### config.mk
export PLATFORM = sky130hd
export DESIGN_NAME = io_port_pair
export DESIGN_NICKNAME = d
export VERILOG_FILES = /design/src/rtl/io_pair_pkg.sv /design/src/rtl/iop_addr_latch.sv /design/src/rtl/iop_wr_capture.sv /design/src/rtl/iop_rd_drive.sv /design/src/rtl/io_port_pair.sv
export SDC_FILE = /design/constraint.sdc
export NUM_CORES = 1
export LEC_CHECK = 0
export CORE_ASPECT_RATIO = 0.5
export CORE_MARGIN = 3
export CORE_UTILIZATION = 35
export CTS_BUF_LIST = sky130_fd_sc_hd__clkbuf_16
export CTS_CLUSTER_SIZE = 28
export DETAILED_ROUTE_END_ITERATION = 7
export REMOVE_ABC_BUFFERS = 1
export SLEW_MARGIN = 25
export SYNTH_ARGS = -nofsm -noshare
export SYNTH_HDL_FRONTEND = slang
export SYNTH_HIERARCHICAL = 1
export SYNTH_SLANG_ARGS = --single-unit
export TNS_END_PERCENT = 50
### constraint.sdc
create_clock -name clk_i -period 3.5 [get_ports clk_i]
set_input_delay 0.7 -clock clk_i [delete_from_list [all_inputs] [get_ports clk_i]]
set_output_delay 0.7 -clock clk_i [all_outputs]
set_load 0.02 [all_outputs]
### src/rtl/io_pair_pkg.sv
package io_pair_pkg;
  typedef enum logic [1:0] {
    HIT_NONE = 2'd0,
    HIT_LO   = 2'd1,
    HIT_HI   = 2'd2,
    HIT_BOTH = 2'd3
  } hit_e;
endpackage

### src/rtl/iop_addr_latch.sv
module iop_addr_latch
  import io_pair_pkg::*;
#(
  parameter int unsigned          ADDR_W    = 8,
  parameter logic [ADDR_W-1:0]    PAIR_BASE = 'h40
) (
  input  logic              clk_i,
  input  logic              rst_ni,
  input  logic              ale_i,
  input  logic              wide_i,
  input  logic [ADDR_W-1:0] addr_i,
  output hit_e              hit_o
);
  localparam logic [ADDR_W-1:0] HI_PORT = PAIR_BASE + 1'b1;

  logic [ADDR_W-1:0] addr_q;
  logic              wide_q;
  logic              vld_q;

  always_ff @(posedge clk_i or negedge rst_ni) begin
    if (!rst_ni) begin
      addr_q <= '0;
      wide_q <= 1'b0;
      vld_q  <= 1'b0;
    end else if (ale_i) begin
      addr_q <= addr_i;
      wide_q <= wide_i;
      vld_q  <= 1'b1;
    end
  end

  always_comb begin
    hit_o = HIT_NONE;
    if (vld_q) begin
      if (wide_q) begin
        if (addr_q == PAIR_BASE) hit_o = HIT_BOTH;
      end else if (addr_q == PAIR_BASE) begin
        hit_o = HIT_LO;
      end else if (addr_q == HI_PORT) begin
        hit_o = HIT_HI;
      end
    end
  end

  // address survives the data phase
  a_r2_addr_held: assert property (@(posedge clk_i) disable iff (!rst_ni)
    !ale_i |=> ($stable(addr_q) && $stable(wide_q)));
endmodule

### src/rtl/iop_wr_capture.sv
module iop_wr_capture
  import io_pair_pkg::*;
#(
  parameter int unsigned DATA_W = 8
) (
  input  logic                clk_i,
  input  logic                rst_ni,
  input  logic                wr_ni,
  input  logic [2*DATA_W-1:0] data_i,
  input  hit_e                hit_i,
  output logic [DATA_W-1:0]   lo_o,
  output logic [DATA_W-1:0]   hi_o
);
  logic                wr_q;
  logic [2*DATA_W-1:0] data_q;
  logic                commit;

  // strobe rising edge seen on the clock
  assign commit = !wr_q && wr_ni;

  always_ff @(posedge clk_i or negedge rst_ni) begin
    if (!rst_ni) begin
      wr_q   <= 1'b1;
      data_q <= '0;
    end else begin
      wr_q <= wr_ni;
      if (!wr_ni) data_q <= data_i;
    end
  end

  always_ff @(posedge clk_i or negedge rst_ni) begin
    if (!rst_ni) begin
      lo_o <= '0;
      hi_o <= '0;
    end else if (commit) begin
      unique case (hit_i)
        HIT_LO:   lo_o <= data_q[DATA_W-1:0];
        HIT_HI:   hi_o <= data_q[DATA_W-1:0];
        HIT_BOTH: begin
          lo_o <= data_q[DATA_W-1:0];
          hi_o <= data_q[2*DATA_W-1:DATA_W];
        end
        default: ;
      endcase
    end
  end

  // no strobe edge, no change
  a_r3_hold_without_edge: assert property (@(posedge clk_i) disable iff (!rst_ni)
    $stable(wr_ni) |=> ($stable(lo_o) && $stable(hi_o)));
endmodule

### src/rtl/iop_rd_drive.sv
module iop_rd_drive
  import io_pair_pkg::*;
#(
  parameter int unsigned DATA_W = 8
) (
  input  logic                rd_ni,
  input  logic                ale_i,
  input  hit_e                hit_i,
  input  logic [DATA_W-1:0]   sw_lo_i,
  input  logic [DATA_W-1:0]   sw_hi_i,
  output logic [2*DATA_W-1:0] data_o,
  output logic [1:0]          oe_o
);
  logic active;
  assign active = !rd_ni && !ale_i;

  always_comb begin
    data_o = '0;
    oe_o   = 2'b00;
    if (active) begin
      unique case (hit_i)
        HIT_LO:   begin data_o[DATA_W-1:0] = sw_lo_i; oe_o = 2'b01; end
        HIT_HI:   begin data_o[DATA_W-1:0] = sw_hi_i; oe_o = 2'b01; end
        HIT_BOTH: begin data_o = {sw_hi_i, sw_lo_i};  oe_o = 2'b11; end
        default: ;
      endcase
    end
  end
endmodule

### src/rtl/io_port_pair.sv
module io_port_pair
  import io_pair_pkg::*;
#(
  parameter int unsigned       ADDR_W    = 8,
  parameter int unsigned       DATA_W    = 8,
  parameter logic [ADDR_W-1:0] PAIR_BASE = 'h40
) (
  input  logic                clk_i,
  input  logic                rst_ni,
  input  logic                ale_i,
  input  logic                wide_i,
  input  logic [2*DATA_W-1:0] ad_i,
  input  logic                wr_ni,
  input  logic                rd_ni,
  input  logic [DATA_W-1:0]   sw_lo_i,
  input  logic [DATA_W-1:0]   sw_hi_i,
  output logic [2*DATA_W-1:0] ad_o,
  output logic [1:0]          ad_oe_o,
  output logic [DATA_W-1:0]   led_lo_o,
  output logic [DATA_W-1:0]   led_hi_o
);
  hit_e hit;

  iop_addr_latch #(.ADDR_W(ADDR_W), .PAIR_BASE(PAIR_BASE)) u_addr (
    .clk_i  (clk_i),
    .rst_ni (rst_ni),
    .ale_i  (ale_i),
    .wide_i (wide_i),
    .addr_i (ad_i[ADDR_W-1:0]),
    .hit_o  (hit)
  );

  iop_wr_capture #(.DATA_W(DATA_W)) u_wr (
    .clk_i  (clk_i),
    .rst_ni (rst_ni),
    .wr_ni  (wr_ni),
    .data_i (ad_i),
    .hit_i  (hit),
    .lo_o   (led_lo_o),
    .hi_o   (led_hi_o)
  );

  iop_rd_drive #(.DATA_W(DATA_W)) u_rd (
    .rd_ni   (rd_ni),
    .ale_i   (ale_i),
    .hit_i   (hit),
    .sw_lo_i (sw_lo_i),
    .sw_hi_i (sw_hi_i),
    .data_o  (ad_o),
    .oe_o    (ad_oe_o)
  );

  // bus driven only inside a read strobe, outside the address phase
  a_r5_drive_needs_read: assert property (@(posedge clk_i) disable iff (!rst_ni)
    (|ad_oe_o) |-> (!rd_ni && !ale_i));

  // upper lane only together with lower lane
  a_r8_upper_lane_pairs: assert property (@(posedge clk_i) disable iff (!rst_ni)
    ad_oe_o[1] |-> ad_oe_o[0]);
endmodule

# Word level (Yosys, flattened, before mapping)
# Cells that the tools add are included.
# classes
mux	11
n_eq_ne	5
reduce_logical	10
# ops
op	n
$pmux 8 s2	2
$eq 8x7->1 const B	2
$mux 16	1
$mux 2	6
$mux 8	1
$eq 2x2->1 const B	2
$pmux 2 s2	1
$reduce_and 2->1	2
$reduce_or 2->1	2
$logic_not 1->1	3
$eq 2x1->1 const B	1
$logic_and 1x1->1	2
$reduce_bool 2->1	1
# totals
out_inout_bits	34
elab_cells	33
in_bits	38
regBits	43

# Logic depth before layout (Yosys ltp)
# logic_depth
ltp_word	9
depth_mapped	6
depth_no_buf	4

# By module
# Netlist, hierarchy kept.
# modules_own_cells
module	cells_per_inst	seq_area_each_um2	instances	area_each_um2
iop_wr_capture	79	827.0	1	1362.6
iop_addr_latch	26	250.2	1	414.1
iop_rd_drive	40	0.0	1	240.2

# Worst setup path before layout
# Ideal clock, no wire load.
# synth_path
path_type	register to output
startpoint	register u_addr.addr_q[1]
endpoint	output ad_o[10]
path_slack_ps	989
stages_incl_launch_ff	7
path_buffers	2
arrival_ps	1811
t_required_ps	2800
path_cell_list	dfrtp_1 or4_4 nor3_2 buf_6 and4bb_1 buf_6 and2_1
# synth_via
elab_chain_len	8
elab_cells_between_ends	10
cone_classes	eq/ne (3); mux (7)
# synth_rtl
element	line_no	source
from (decl)	iop_addr_latch.sv:16	logic [ADDR_W-1:0] addr_q;
from (signal assigned)	iop_addr_latch.sv:26	addr_q <= addr_i;
$eq 8x7->1	iop_addr_latch.sv:39	end else if (addr_q == HI_PORT) begin
$mux 2	iop_addr_latch.sv:39	
$mux 2	iop_addr_latch.sv:37	end else if (addr_q == PAIR_BASE) begin
$mux 2 (*)	iop_addr_latch.sv:35	if (wide_q) begin
$mux 2 (*)	iop_addr_latch.sv:34	if (vld_q) begin
via hit[1]	io_port_pair.sv:22	hit_e hit;
$eq 2x2->1 (*)	iop_rd_drive.sv:21	unique case (hit_i)
$mux 8 (*)	iop_rd_drive.sv:21	
$mux 16 (*)	iop_rd_drive.sv:20	if (active) begin
to (decl)	io_port_pair.sv:17	output logic [2*DATA_W-1:0] ad_o,
# The timed path passes the listed nets; every way through them passes the cells marked *.

# Worst setup path after layout
# layout_path
startpoint	register u_addr.addr_q[1]
endpoint	output ad_o[14]
# The elaborated chain is that of the path after synthesis.

==> results.txt <==
Status = finished clean
Via count = 1365
Setup_tns = 0 ns
Psw = 0.2546 mW
Residual DRC = 0
Multiplexer share of the synthesized area = 28.85%
Die W = 113.4 um
Fmax achieved = 299.7 MHz
Largest family of logic cells by synthesized area = multiplexers
Int Pwr = 0.8960 mW
Worst slew pin tran = 0.6071 ns
Final Skew = 0.003657 ns
Design Power = 1.151 mW
Antenna-violating nets left = 0
Library cells used by synthesis = 23
H-tree depth = 2
Post-synthesis sequential area ratio = 53.41%
Core area = 5225 sq um
Worst EP required = 2.80 ns
GPL Wtd Cong = 0.8027
Met3 usage = 3.741%
Maximum VDD drop = 0.2474 mV
Most used routing layer = met2
CTS resizes = 0
Grt met1 use = 19.46%
Root Buffer = clkbuf_16
Max cap viols = 0
Max-slew violations = 0
Fraction of registers with async set/reset = 100.0%
Synth Instances = 145
Tightest hold margin = 0.4041 ns
Drt total wl = 4.495 mm
DR pass1 iterations = 4
Leakage = 1.194 nW
Post-synth top area cell = dfrtp_1
Area of the multi-input gates = 874.6 sq um
CTS tree = done
Top-area cell type share of the netlist area = 52.11%
GR Overflow Total = 0
Initial DRC Count = 98
Initial antenna violation count = 0
Combinational Power Share = 13.9%
Cell area power density = 394.7 nW/um^2
Post-CTS setup buffers = 0
Final HPWL DP = 3.170 mm
Non-filler instance count after layout = 289
Post-synthesis compound-gate area fraction = 1.985%
Slew margin rel. = 59.53%
Synthesis Warnings = 6
Endpoint type of the worst setup path = output port
FF/Latch Area = 1077 sq um
Hold-fix buffers, CTS = 0
Data arrival time of the worst path = 2.64 ns
Gr usage total = 14.18%
Sequential power share = 48.6%
Crit-path slowest cell = clkdlybuf4s50_1
Critical path type = reg -> out
Final worst-path cycle share = 95.35%
Adder-cell share of the synthesized area = 0%
Avg Inst Size Synth = 13.91 sq um
Chip height = 59.68 um
CTS Buf Count = 5
Final hold violations = 0
Layout cells sized above 1 = 30.59%
Die ar. = 6765 sq um
Routed vias/inst = 4.723
Count of filler cells inserted in the layout = 467
Grt met2 use = 21.21%
Register-to-register setup slack = 1.08 ns
RSZ-0062 raised after global routing = false
Worst skew pair latency = 0.28 ns
Largest net degree at the start of global routing = 44
N_diodes = 0
Clk pwr share = 37.5%
XOR/XNOR share of the synthesized area = 0.4342%
R2R cell count = 5
CP max stage delay = 0.60 ns
Layout Nets = 256
Synth area leaders = dfrtp_1, mux2_2, mux2_4
Top cells by count, synth = dfrtp_1, mux2_2
Mapped Area = 2017 sq um
Sw Ratio = 22.13%
Row count = 18
Post-layout min period = 3.337 ns
Final setup fails = 0
Crit Path Max Fanout = 9
Wire length per cell = 15.55 um
CP Launch Type = flop
Clock buffer depth = 2
Syn-to-layout area delta = 44.54%
First-pass GRT wire length = 7.203 mm
Most frequent cell after synthesis = dfrtp_1
Worst-path clk slew = 0.06 ns
Number of synthesized flops with an enable pin = 0
Dpl cells = 281
Port buffer count = 71
Post-synthesis simple-gate area fraction = 11.79%
Number of global-route vias before repair = 1391
Type of the most critical hold path = in -> async
Critical-path cell list = or4_4 > nor3_2 > and4bb_1 > and2_1 > clkdlybuf4s50_1
Top FF cell, synth = dfrtp_1
CTS Sinks = 43
IO Pins = 72
Final Util = 55.79%
Yosys reg bits = 43
Initial Utilization = 38.60%
-- flip-flops by register name, indices dropped and copies added (netlist names) --
name,cells
u_wr/hi_o,8
u_wr/lo_o,8
u_addr/wide_q,1
u_wr/data_q,16
u_addr/addr_q,8
u_addr/vld_q,1
u_wr/wr_q,1
-- placed cells by master (no fill, tap or decap), types with 2 or more instances in the layout --
| cell | instances |
|---|---|
| and2_1 | 7 |
| mux2_2 | 41 |
| buf_4 | 5 |
| clkbuf_16 | 5 |
| nand2_1 | 8 |
| a21oi_1 | 8 |
| clkdlybuf4s50_1 | 70 |
| nor2_1 | 2 |
| mux2_4 | 8 |
| dfrtp_1 | 42 |
| nand3b_1 | 8 |
| inv_1 | 2 |
-- metrics by stage --
step	area [sq um]	setup WS, ns
4_1_cts	2913	0.1366
3_3_place_gp	2775	0.4707
6_report	2915	0.1628
5_1_grt	2915	0.04686
3_5_place_dp	2775	0.4414
2_1_floorplan	1946	0.2751
-- area by class of cell --
| class | count | area share [%] |
|---|---|---|
| flip-flops and latches | 43 | 36.95 |
| clock inverters | 3 | 0.4292 |
| clock buffers | 5 | 4.292 |
| multi-input cells | 93 | 30.00 |
| well taps | 70 | 3.004 |
| repair buffers | 75 | 25.32 |
-- final timing paths --
kind,end,start
max in group asynchronous,u_wr/data_q[15]$_DFFE_PN0N_,rst_ni
min reg2reg,u_addr/vld_q$_DFFE_PN0P_,u_addr/vld_q$_DFFE_PN0P_
min,u_wr/data_q[3]$_DFFE_PN0N_,rst_ni
max,ad_o[14],u_addr/addr_q[1]$_DFFE_PN0P_
max reg2reg,u_wr/hi_o[7]$_DFFE_PN0P_,u_addr/addr_q[1]$_DFFE_PN0P_
min in group clk_i,u_addr/vld_q$_DFFE_PN0P_,u_addr/vld_q$_DFFE_PN0P_
-- power groups by stage --
stage	logic, mW	registers (mW)	clock network (mW)
final	0.160	0.560	0.432
after global routing	0.173	0.565	0.470
after CTS	0.162	0.560	0.447
after detailed placement	0.161	0.568	0
after global placement	0.159	0.567	0
after floorplan	0.0599	0.574	0
-- cells by family (layout without fill, tap and decap cells) --
logic type | Yosys count | after routing
compound gates | 8 | 8
xor+xnor | 1 | 1
buf+inv | 9 | 83
flops | 43 | 43
simple gates | 35 | 35
mux | 49 | 49
-- worst max-delay path: cells and delay by family, from the launching register on --
kind | cells | cell delay, ns
AND/OR/NAND/NOR | 4 | 1.38
flip-flops | 1 | 0.38
buffers and inverters | 1 | 0.60
-- layer usage --
layer  up-vias  wire length, um
li1        654                -
met1       656             2263
met5         -                0
met4         0               63
met3         5              289
met2        50             1878
No activity file was read; power rests on OpenSTA's default activity.
